### config.mk
export PLATFORM = sky130hd
export DESIGN_NAME = page_wr_ctrl
export DESIGN_NICKNAME = d
export VERILOG_FILES = /design/src/rtl/pwb_pkg.sv /design/src/rtl/pwb_buffer.sv /design/src/rtl/pwb_commit.sv /design/src/rtl/page_wr_ctrl.sv
export SDC_FILE = /design/constraint.sdc
export NUM_CORES = 1
export LEC_CHECK = 0
export CAP_MARGIN = 20
export CORE_MARGIN = 4
export CORE_UTILIZATION = 50
export DETAILED_ROUTE_END_ITERATION = 10
export HOLD_SLACK_MARGIN = 0.1
export PLACE_DENSITY_LB_ADDON = 0.25
export REMOVE_ABC_BUFFERS = 1
export SYNTH_ARGS = -nofsm -noshare
export SYNTH_HDL_FRONTEND = slang
export SYNTH_SLANG_ARGS = --single-unit
### constraint.sdc
create_clock -name clk_i -period 5.4 [get_ports clk_i]
set_input_delay 0.54 -clock clk_i [delete_from_list [all_inputs] [get_ports clk_i]]
set_output_delay 0.54 -clock clk_i [all_outputs]
set_load 0.005 [all_outputs]
### src/rtl/pwb_pkg.sv
package pwb_pkg;
  localparam int unsigned ADDR_W_DEF = 8;
  localparam int unsigned DATA_W_DEF = 8;
  localparam int unsigned PAGE_W_DEF = 4;

  // Protection decision taken on the stop cycle.
  function automatic logic prot_block(input logic wp, input logic sw, input logic upper_half);
    return wp | (sw & ~upper_half);
  endfunction
endpackage

### src/rtl/pwb_buffer.sv
module pwb_buffer #(
  parameter int unsigned ADDR_W = 8,
  parameter int unsigned DATA_W = 8,
  parameter int unsigned PAGE_W = 4,
  localparam int unsigned PAGE_BYTES = 1 << PAGE_W,
  localparam int unsigned PNUM_W = ADDR_W - PAGE_W
) (
  input  logic              clk_i,
  input  logic              rst_ni,
  input  logic              busy_i,
  input  logic              clr_i,
  input  logic [ADDR_W-1:0] base_i,
  input  logic              load_i,
  input  logic [DATA_W-1:0] data_i,
  input  logic [PAGE_W-1:0] rd_idx_i,
  output logic [PNUM_W-1:0] page_o,
  output logic              any_o,
  output logic [DATA_W-1:0] rd_data_o,
  output logic              rd_valid_o
);
  logic [DATA_W-1:0]     slot_q [PAGE_BYTES];
  logic [PAGE_BYTES-1:0] valid_q;
  logic [PAGE_W-1:0]     ptr_q;
  logic [PNUM_W-1:0]     page_q;

  always_ff @(posedge clk_i or negedge rst_ni) begin
    if (!rst_ni) begin
      valid_q <= '0;
      ptr_q   <= '0;
      page_q  <= '0;
    end else if (clr_i) begin
      valid_q <= '0;
      ptr_q   <= base_i[PAGE_W-1:0];
      page_q  <= base_i[ADDR_W-1:PAGE_W];
    end else if (load_i) begin
      valid_q[ptr_q] <= 1'b1;
      ptr_q          <= ptr_q + 1'b1; // wraps inside the page
    end
  end

  always_ff @(posedge clk_i) begin
    if (load_i && !clr_i) slot_q[ptr_q] <= data_i;
  end

  assign page_o     = page_q;
  assign any_o      = |valid_q;
  assign rd_data_o  = slot_q[rd_idx_i];
  assign rd_valid_o = valid_q[rd_idx_i];

  p_no_load_busy_r5: assert property (@(posedge clk_i) disable iff (!rst_ni)
    busy_i |-> !load_i);
  p_no_clr_busy_r5: assert property (@(posedge clk_i) disable iff (!rst_ni)
    busy_i |-> !clr_i);
  p_page_held_r1: assert property (@(posedge clk_i) disable iff (!rst_ni)
    !clr_i |=> $stable(page_q));
endmodule

### src/rtl/pwb_commit.sv
module pwb_commit #(
  parameter int unsigned PAGE_W    = 4,
  parameter int unsigned WR_CYCLES = 500_000,
  localparam int unsigned PAGE_BYTES = 1 << PAGE_W,
  localparam int unsigned CNT_W = $clog2(WR_CYCLES + 1)
) (
  input  logic              clk_i,
  input  logic              rst_ni,
  input  logic              start_i,
  output logic              busy_o,
  output logic              scan_o,
  output logic [PAGE_W-1:0] idx_o
);
  localparam logic [CNT_W-1:0] LAST = CNT_W'(WR_CYCLES - 1);
  localparam logic [CNT_W-1:0] SCAN_END = CNT_W'(PAGE_BYTES);

  logic             busy_q;
  logic [CNT_W-1:0] cnt_q;

  always_ff @(posedge clk_i or negedge rst_ni) begin
    if (!rst_ni) begin
      busy_q <= 1'b0;
      cnt_q  <= '0;
    end else if (!busy_q) begin
      if (start_i) begin
        busy_q <= 1'b1;
        cnt_q  <= '0;
      end
    end else if (cnt_q == LAST) begin
      busy_q <= 1'b0;
      cnt_q  <= '0;
    end else begin
      cnt_q <= cnt_q + 1'b1;
    end
  end

  // Buffer slots are drained one per clock at the head of the cycle.
  assign busy_o = busy_q;
  assign scan_o = busy_q && (cnt_q < SCAN_END);
  assign idx_o  = cnt_q[PAGE_W-1:0];

  p_start_idle_r5: assert property (@(posedge clk_i) disable iff (!rst_ni)
    start_i |-> !busy_q);
  p_cnt_bound_r4: assert property (@(posedge clk_i) disable iff (!rst_ni)
    busy_q |-> (cnt_q <= LAST));
  p_idle_cnt_r4: assert property (@(posedge clk_i) disable iff (!rst_ni)
    !busy_q |-> (cnt_q == '0));
endmodule

### src/rtl/page_wr_ctrl.sv
module page_wr_ctrl
  import pwb_pkg::*;
#(
  parameter int unsigned ADDR_W  = ADDR_W_DEF,
  parameter int unsigned DATA_W  = DATA_W_DEF,
  parameter int unsigned PAGE_W  = PAGE_W_DEF,
  parameter int unsigned CLK_KHZ = 100_000,
  parameter int unsigned WR_MS   = 5
) (
  input  logic              clk_i,
  input  logic              rst_ni,
  input  logic              addr_valid_i,
  input  logic [ADDR_W-1:0] addr_i,
  input  logic              byte_valid_i,
  input  logic [DATA_W-1:0] byte_i,
  input  logic              stop_i,
  input  logic              wp_i,
  input  logic              sw_prot_i,
  output logic              mem_we_o,
  output logic [ADDR_W-1:0] mem_addr_o,
  output logic [DATA_W-1:0] mem_wdata_o,
  output logic              busy_o
);
  localparam int unsigned PNUM_W    = ADDR_W - PAGE_W;
  localparam int unsigned WR_CYCLES = CLK_KHZ * WR_MS;

  logic              active_q;
  logic              clr, load, start, blocked, any, rd_valid, scan;
  logic [PNUM_W-1:0] page;
  logic [PAGE_W-1:0] idx;
  logic [DATA_W-1:0] rd_data;

  assign clr     = addr_valid_i && !busy_o;
  assign load    = byte_valid_i && active_q && !clr;
  assign blocked = prot_block(wp_i, sw_prot_i, page[PNUM_W-1]);
  assign start   = stop_i && active_q && !clr && any && !blocked;

  always_ff @(posedge clk_i or negedge rst_ni) begin
    if (!rst_ni)     active_q <= 1'b0;
    else if (clr)    active_q <= 1'b1;
    else if (stop_i) active_q <= 1'b0;
  end

  pwb_buffer #(.ADDR_W(ADDR_W), .DATA_W(DATA_W), .PAGE_W(PAGE_W)) i_buf (
    .clk_i, .rst_ni, .busy_i(busy_o), .clr_i(clr), .base_i(addr_i),
    .load_i(load), .data_i(byte_i), .rd_idx_i(idx), .page_o(page),
    .any_o(any), .rd_data_o(rd_data), .rd_valid_o(rd_valid)
  );

  pwb_commit #(.PAGE_W(PAGE_W), .WR_CYCLES(WR_CYCLES)) i_cmt (
    .clk_i, .rst_ni, .start_i(start), .busy_o(busy_o), .scan_o(scan), .idx_o(idx)
  );

  assign mem_we_o    = scan && rd_valid;
  assign mem_addr_o  = {page, idx};
  assign mem_wdata_o = rd_data;

  p_wp_blocks_r6: assert property (@(posedge clk_i) disable iff (!rst_ni)
    (stop_i && wp_i && !busy_o) |=> !busy_o);
  p_sw_lower_r7: assert property (@(posedge clk_i) disable iff (!rst_ni)
    (stop_i && sw_prot_i && !page[PNUM_W-1] && !busy_o) |=> !busy_o);
  p_busy_cause_r3: assert property (@(posedge clk_i) disable iff (!rst_ni)
    $rose(busy_o) |-> $past(stop_i));
  p_we_in_cycle_r4: assert property (@(posedge clk_i) disable iff (!rst_ni)
    mem_we_o |-> busy_o);
endmodule

==> metrics, run 1 <==
status=completed; fraction of registers with async set/reset=a little over a quarter; CP delay by family, top=flip-flops; Slew Viols, Final=0; clk_lat worst skew=0.43 ns; Antenna Cells=0; worst path required time=4.86 ns; overall power=a little over 4000 uW; Worst Setup End Kind=output port; Post-synth EDFFs=128; TritonCTS clock tree=built; CP cell instances=buf_4 -> mux4_2 -> nor2b_1 -> a211oi_1 -> a21oi_1 -> clkdlybuf4s50_1; Num Clock Sinks=173; CTS Root Buffer Type=clkbuf_16; Iter 0 DRT Violations=about 360; max_cap viols=0; vias in the first global route=roughly 4200; Sum Neg Setup Slack=0 ns; slew margin rel.=24.8%; register bit total from synthesis=173; P_leak=0.00311 uW; ys flop type=edfxtp_1; via density per instance=5.95; die area=between 15000 and 20000 um2; cell depth of the worst setup path=6; final period utilization=~70%; Post-Route WL=15000 um; Gate Count Post-Synth=between 400 and 500; Nets=533; utilization after layout=60.4%; register area share after synthesis=68.3%; I/O Buffers=40; GRT Overall Usage=19.3%; crit path max-delay cell type=dfrtp_2; final hold vios=0; Boundary Pins=41; GPL Wtd Cong=0.770; H-tree depth=4; starting density of the core=51.8%; first-pass GRT wire length=~24000 um; largest stage delay on the critical path=0.96 ns; Die Span Y=between 100 and 150 um; Yosys cell types=40; Antenna Nets Post-Route=0; Crit path arrival time=roughly 3.2 ns; Worst Max-Slew Pin Slew=about 1.1 ns; Max Root-Sink Buffers=2; hold_ws=0.478 ns; hold path depth=2; vias post-DR=around 4200; Final HPWL DP=approximately 9400 um; Reg2Reg Depth=6; initial antenna violation count=0; area grow syn2layout=16.5%; final setup fails=0; Placement Rows=43; Bufs and invs on worst path=2; # DRC=0; RSZ-0062 raised after global routing=no; Peak VDD IR=around 0.00030 V; Worst Setup Start Kind=flip-flop; core area=14000 um2; Syn. warnings=0; drt wl/cell=21.4 um; clock transition at the registers of the reported paths=0.07 ns; fraction of layout cells with a size suffix above 1=16.8%; drt first pass iters=5; Synth Cell Area=7280 um2; worst setup path class=flip-flop to output port; Post-Syn Area per Cell=15.8 um2; largest net degree at the start of global routing=between 40 and 50; CTS buffer count=17; Fin Clk Skew=0.0160 ns; Worst Hold Class=flip-flop to flip-flop; top fanout value on the critical path=28; PwrDens=487 nW/um2; Overflow after GRT=0; minimum clock period=3.77 ns; die width=129 um; fmax=265 MHz
## layout by cell type (no fill, tap or decap), types with 3 or more instances in the layout
master	n
inv_8	4
mux4_2	36
inv_6	3
edfxtp_1	128
nand2b_1	6
nand2_1	37
ha_1	5
nor2b_1	12
nor2_1	18
buf_6	4
nand4_1	9
or4_1	3
dfrtp_1	44
a21oi_1	20
buf_4	10
mux2i_1	13
nor3_1	5
clkbuf_16	17
nand3_1	7
clkdlybuf4s50_1	39
a211oi_1	9
a21o_1	16
and3_1	6
inv_1	7
nor4_1	7
a31oi_1	9
o21ai_0	10
## timing repair
action	CTS	global route
resized for setup	0	0
hold buffers	0	1
endpoints found under the hold margin	0	7
buffers inserted	0	0
## cells in the mapped netlist (all sizes together) (2+ instances only)
cell type / instances / share of area [%]
or4: 3 / 0.31
a21oi: 20 / 1.4
mux4: 36 / 11
mux2i: 13 / 1.8
edfxtp: 128 / 53
clkbuf: 14 / 0.72
nor2b: 12 / 1.0
ha: 5 / 0.86
nand2: 37 / 1.9
a22oi: 2 / 0.21
nand3: 7 / 0.48
a211oi: 9 / 0.93
and2: 2 / 0.17
nand2b: 6 / 0.52
nor3: 5 / 0.34
buf: 17 / 1.6
nor4: 7 / 0.60
o21ai: 10 / 0.69
dfrtp: 45 / 15
inv: 7 / 0.36
and3: 6 / 0.52
xnor2: 2 / 0.24
a21o: 16 / 1.7
o31a: 2 / 0.24
nor2: 18 / 0.93
o22ai: 2 / 0.17
nand4: 9 / 0.77
and4: 2 / 0.24
a31oi: 9 / 0.77
## flip-flops by register name, indices dropped and copies added, names as in the netlist
register / count
i_buf.slot_q: 128
i_cmt.cnt_q: 19
i_buf.page_o: 4
i_buf.valid_q: 16
i_cmt.busy_o: 1
i_buf.ptr_q: 4
active_q: 1
## power by group
part           switching, uW  total (uW)  internal [uW]
Combinational            553        1170            616
Sequential               200        1770           1570
Clock                    541        1190            652
Total                   1290        4130           2840
## metal layers
metal | vias to the layer above | GRT usage, % | wire, um
met5 | - | 0 | 0
met4 | 0 | 4.51 | 110
met3 | 13 | 4.98 | 775
met2 | 118 | 30.1 | 7420
met1 | 2137 | 27.7 | 6650
li1 | 1882 | - | -
## kinds of logic (layout without fill, tap and decap cells)
kind of cell               after synthesis  in the layout  share of synthesized area [%]
xor gates and xnor gates                 3              3                          0.361
muxes                                   50             50                           13.1
and+or+nand+nor                        115            115                           7.92
adders and majority gates                5              5                          0.860
DFF                                    173            173                           68.3
buffers and inverters                   38             96                           2.66
AOI/OAI and AO/OA                       76             76                           6.82
## stage by stage
stage | area [um2] | setup slack (ns) | std cells
finish | 8480 | 1.63 | 698
detailed placement | 7800 | 1.95 | 658
CTS | 8380 | 1.51 | 690
floorplan | 7110 | 1.86 | 429
global placement | 7790 | 2.00 | 657
global route | 8480 | 1.29 | 698
## worst reg2reg max path, cell delays in order (launching register included)
cell and delay (ns):
dfrtp_2 0.96, ha_1 0.36, and4_1 0.40, nand2_1 0.14
o31a_1 0.46, and3_1 0.26, a221o_1 0.25
## final timing paths
path / end / slack (ns) / from
min reg2reg: i_buf.page_o[1] / 0.48 / i_buf.page_o[1]
max: mem_wdata_o[2] / 1.63 / i_cmt.cnt_q[0]
min in group asynchronous: i_cmt.cnt_q[8] / 0.50 / rst_ni
max reg2reg: i_cmt.cnt_q[8] / 2.45 / i_cmt.cnt_q[0]
max in group asynchronous: i_cmt.cnt_q[0] / 4.42 / rst_ni
min: i_buf.page_o[1] / 0.48 / i_buf.page_o[1]
## area by class of cell
class	count	area [um2]
sequential	173	4970
fill	1018	5560
timing repair buffer	57	561
clock buffer	17	425
multi-input combinational	249	2110
tap	180	225
inverter	7	26.3
clock inverter	15	155
(Power assumes the default switching activity.)
==> run 2: changes to the inputs <==
clock period = 3.31 ns   (was 5.4 ns; I/O delays follow)
==> run 2 against run 1 <==
  * Clock power grew 71%
  * Critical path depth unchanged
  * Final cell count grew 1.9%
  * Via count increased by 1.4%
  * Hold slack worse by 0.22 ns
  * Core utilization is 1.0 points higher
  * Critical path type unchanged
  * Global-route usage is 0.53 points lower
  * Sequential share of layout area decreased by 0.92 points
==> metrics, run 2 (synthesis gave the netlist of run 1 again) <==
status=completed (unchanged); Max Root-Sink Buffers=2 (unchanged); area grow syn2layout=18.4% (was 16.5%); # DRC=0 (unchanged); biggest regs=i_buf.slot_q (128), i_cmt.cnt_q (19), i_buf.valid_q (16) (unchanged); Worst Setup Start Kind=flip-flop (unchanged); Peak VDD IR=0.000424 V (was 0.000304 V); worst setup path class=flip-flop to output port (unchanged); max reg flops=128 (unchanged); Worst Max-Slew Pin Slew=0.895 ns (was 1.12 ns); register-to-register setup slack=0.51 ns (was 2.45 ns); placed cell areas=7960 um2 (was 7800 um2); post-route insts no fill=711 (was 698); Antenna Cells=0 (unchanged); final period utilization=between 90% and 100%; core area=14000 um2 (unchanged); Slew Viols, Final=0 (unchanged); placed cells=677 (was 658); Bufs and invs on worst path=2 (unchanged); Worst Setup End Kind=output port (unchanged); PwrDens=803 nW/um2 (was 487 nW/um2); crit path max-delay cell type=dfrtp_4 (was dfrtp_2); GRT Overall Usage=18.8% (was 19.3%); initial antenna violation count=0 (unchanged); largest stage delay on the critical path=0.68 ns (was 0.96 ns); overall power=6920 uW (was 4130 uW); fmax=between 300 and 400 MHz; Worst Hold Class=primary input to asynchronous set/reset pin (was flip-flop to flip-flop); CTS buffer count=17 (unchanged); hold_ws=0.262 ns (was 0.478 ns); final setup margin=0.183 ns (was 1.63 ns); cell depth of the worst setup path=6 (unchanged); vias post-DR=4209 (was 4150); Boundary Pins=41 (unchanged); Fin Clk Skew=0.0107 ns (was 0.0160 ns); Nets=546 (was 533); fill count=1011 (was 1018); worst path required time=2.98 ns (was 4.86 ns); most common cell after layout, fill and taps aside=edfxtp_1 (unchanged); Overflow after GRT=0 (unchanged); CP cell instances=buf_12 -> mux4_2 -> nor2b_1 -> a211oi_1 -> a21oi_1 -> clkdlybuf4s50_1 (was buf_4 -> mux4_2 -> nor2b_1 -> a211oi_1 -> a21oi_1 -> clkdlybuf4s50_1); post-route cell area=8620 um2 (was 8480 um2); Crit path arrival time=2.80 ns (was 3.23 ns); CP delay by family, top=buffers and inverters (was flip-flops); vias in the first global route=4158 (was 4186); TritonCTS clock tree=built (unchanged); starting density of the core=51.8% (unchanged); final hold vios=0 (unchanged); DP Worst Slack=0.454 ns (was 1.95 ns); Antenna Nets Post-Route=0 (unchanged); Num Clock Sinks=173 (unchanged); clock transition at the registers of the reported paths=0.07 ns (about the same); die area=16600 um2 (unchanged); via density per instance=5.92 (was 5.95); I/O Buffers=40 (unchanged); fraction of layout cells with a size suffix above 1=19.0% (was 16.8%); clk_lat worst skew=0.44 ns (was 0.43 ns); final setup fails=0 (unchanged); GPL Wtd Cong=0.794 (was 0.770); Placement Rows=43 (unchanged); drt wl/cell=21.1 um (was 21.4 um); Reg2Reg Depth=7 (was 6); max_cap viols=0 (unchanged); minimum clock period=3.13 ns; die width=129 um (unchanged); P_leak=0.00319 uW (was 0.00311 uW); first-pass GRT wire length=23300 um (was 23800 um); Die Span Y=129 um (unchanged); top fanout value on the critical path=22 (was 28); Largest Register=i_buf.slot_q (unchanged); largest net degree at the start of global routing=46 (unchanged); H-tree depth=4 (unchanged); Iter 0 DRT Violations=424 (was 357); CTS Root Buffer Type=clkbuf_16 (unchanged); most frequent cells in the layout=128 x edfxtp_1, 44 x dfrtp_1, 39 x clkdlybuf4s50_1 (unchanged); drt first pass iters=5 (unchanged); Final HPWL DP=9680 um (was 9370 um); Post-Route WL=15000 um (about the same); Post-CTS Setup Inserts=0 (unchanged); slew margin rel.=40.3% (was 24.8%); RSZ-0062 raised after global routing=no (unchanged)
-- run 2: final timing paths --
path                                 startpoint         endpoint
worst max-delay path             i_cmt.cnt_q[0]   mem_wdata_o[1]
worst min-delay path                     rst_ni   i_cmt.cnt_q[7]
worst max register to register   i_cmt.cnt_q[0]   i_cmt.cnt_q[9]
worst min register to register  i_buf.page_o[0]  i_buf.page_o[0]
max in group asynchronous                rst_ni   i_cmt.cnt_q[0]
min in group clk_i                    addr_i[4]  i_buf.page_o[0]
-- run 2: worst register-to-register path: stages, from the launching register on --
cell     delay [ns]
dfrtp_4        0.65
ha_1           0.32
and4_1         0.31
nand2_1        0.14
o31a_1         0.65
buf_4          0.30
nand4_1        0.14
o31ai_1        0.22
-- run 2: per-layer routing --
| metal | global-route usage [%] | vias up | wire, um |
|---|---|---|---|
| met5 | 0 | - | 0 |
| met4 | 4.45 | 0 | 161 |
| met3 | 4.57 | 12 | 761 |
| met2 | 29.7 | 94 | 7400 |
| met1 | 26.7 | 2190 | 6650 |
| li1 | - | 1913 | - |
-- run 2: stage by stage --
stage | utilization (%) | setup TNS, ns
after global placement | 56.7 | 0
final | 61.4 | 0
after detailed placement | 56.7 | 0
after CTS | 61.2 | 0
after floorplan | - | -0.501
after global routing | 61.4 | 0
-- run 2: layout make-up --
| type | count | area [um2] | area share, % |
|---|---|---|---|
| clock buffers | 17 | 425 | 4.94 |
| clock inverters | 15 | 205 | 2.38 |
| inverters | 7 | 26.3 | 0.305 |
| multi-input cells | 249 | 2110 | 24.5 |
| flip-flops and latches | 173 | 4970 | 57.7 |
| well taps | 180 | 225 | 2.61 |
| repair buffers | 70 | 648 | 7.52 |
-- run 2: what timing repair did --
action                                  CTS  global route
gates resized for setup                   1             0
endpoints found under the hold margin     0            45
endpoints found under the setup margin    1             0
hold buffers                              0             1
-- run 2: power breakdown --
part | switching, uW | internal, uW | total (uW) | leakage, uW
clock network | 989 | 1050 | 2040 | 0.000302
registers | 312 | 2560 | 2870 | 0.00175
logic | 957 | 1050 | 2010 | 0.00114
total | 2260 | 4660 | 6920 | 0.00319
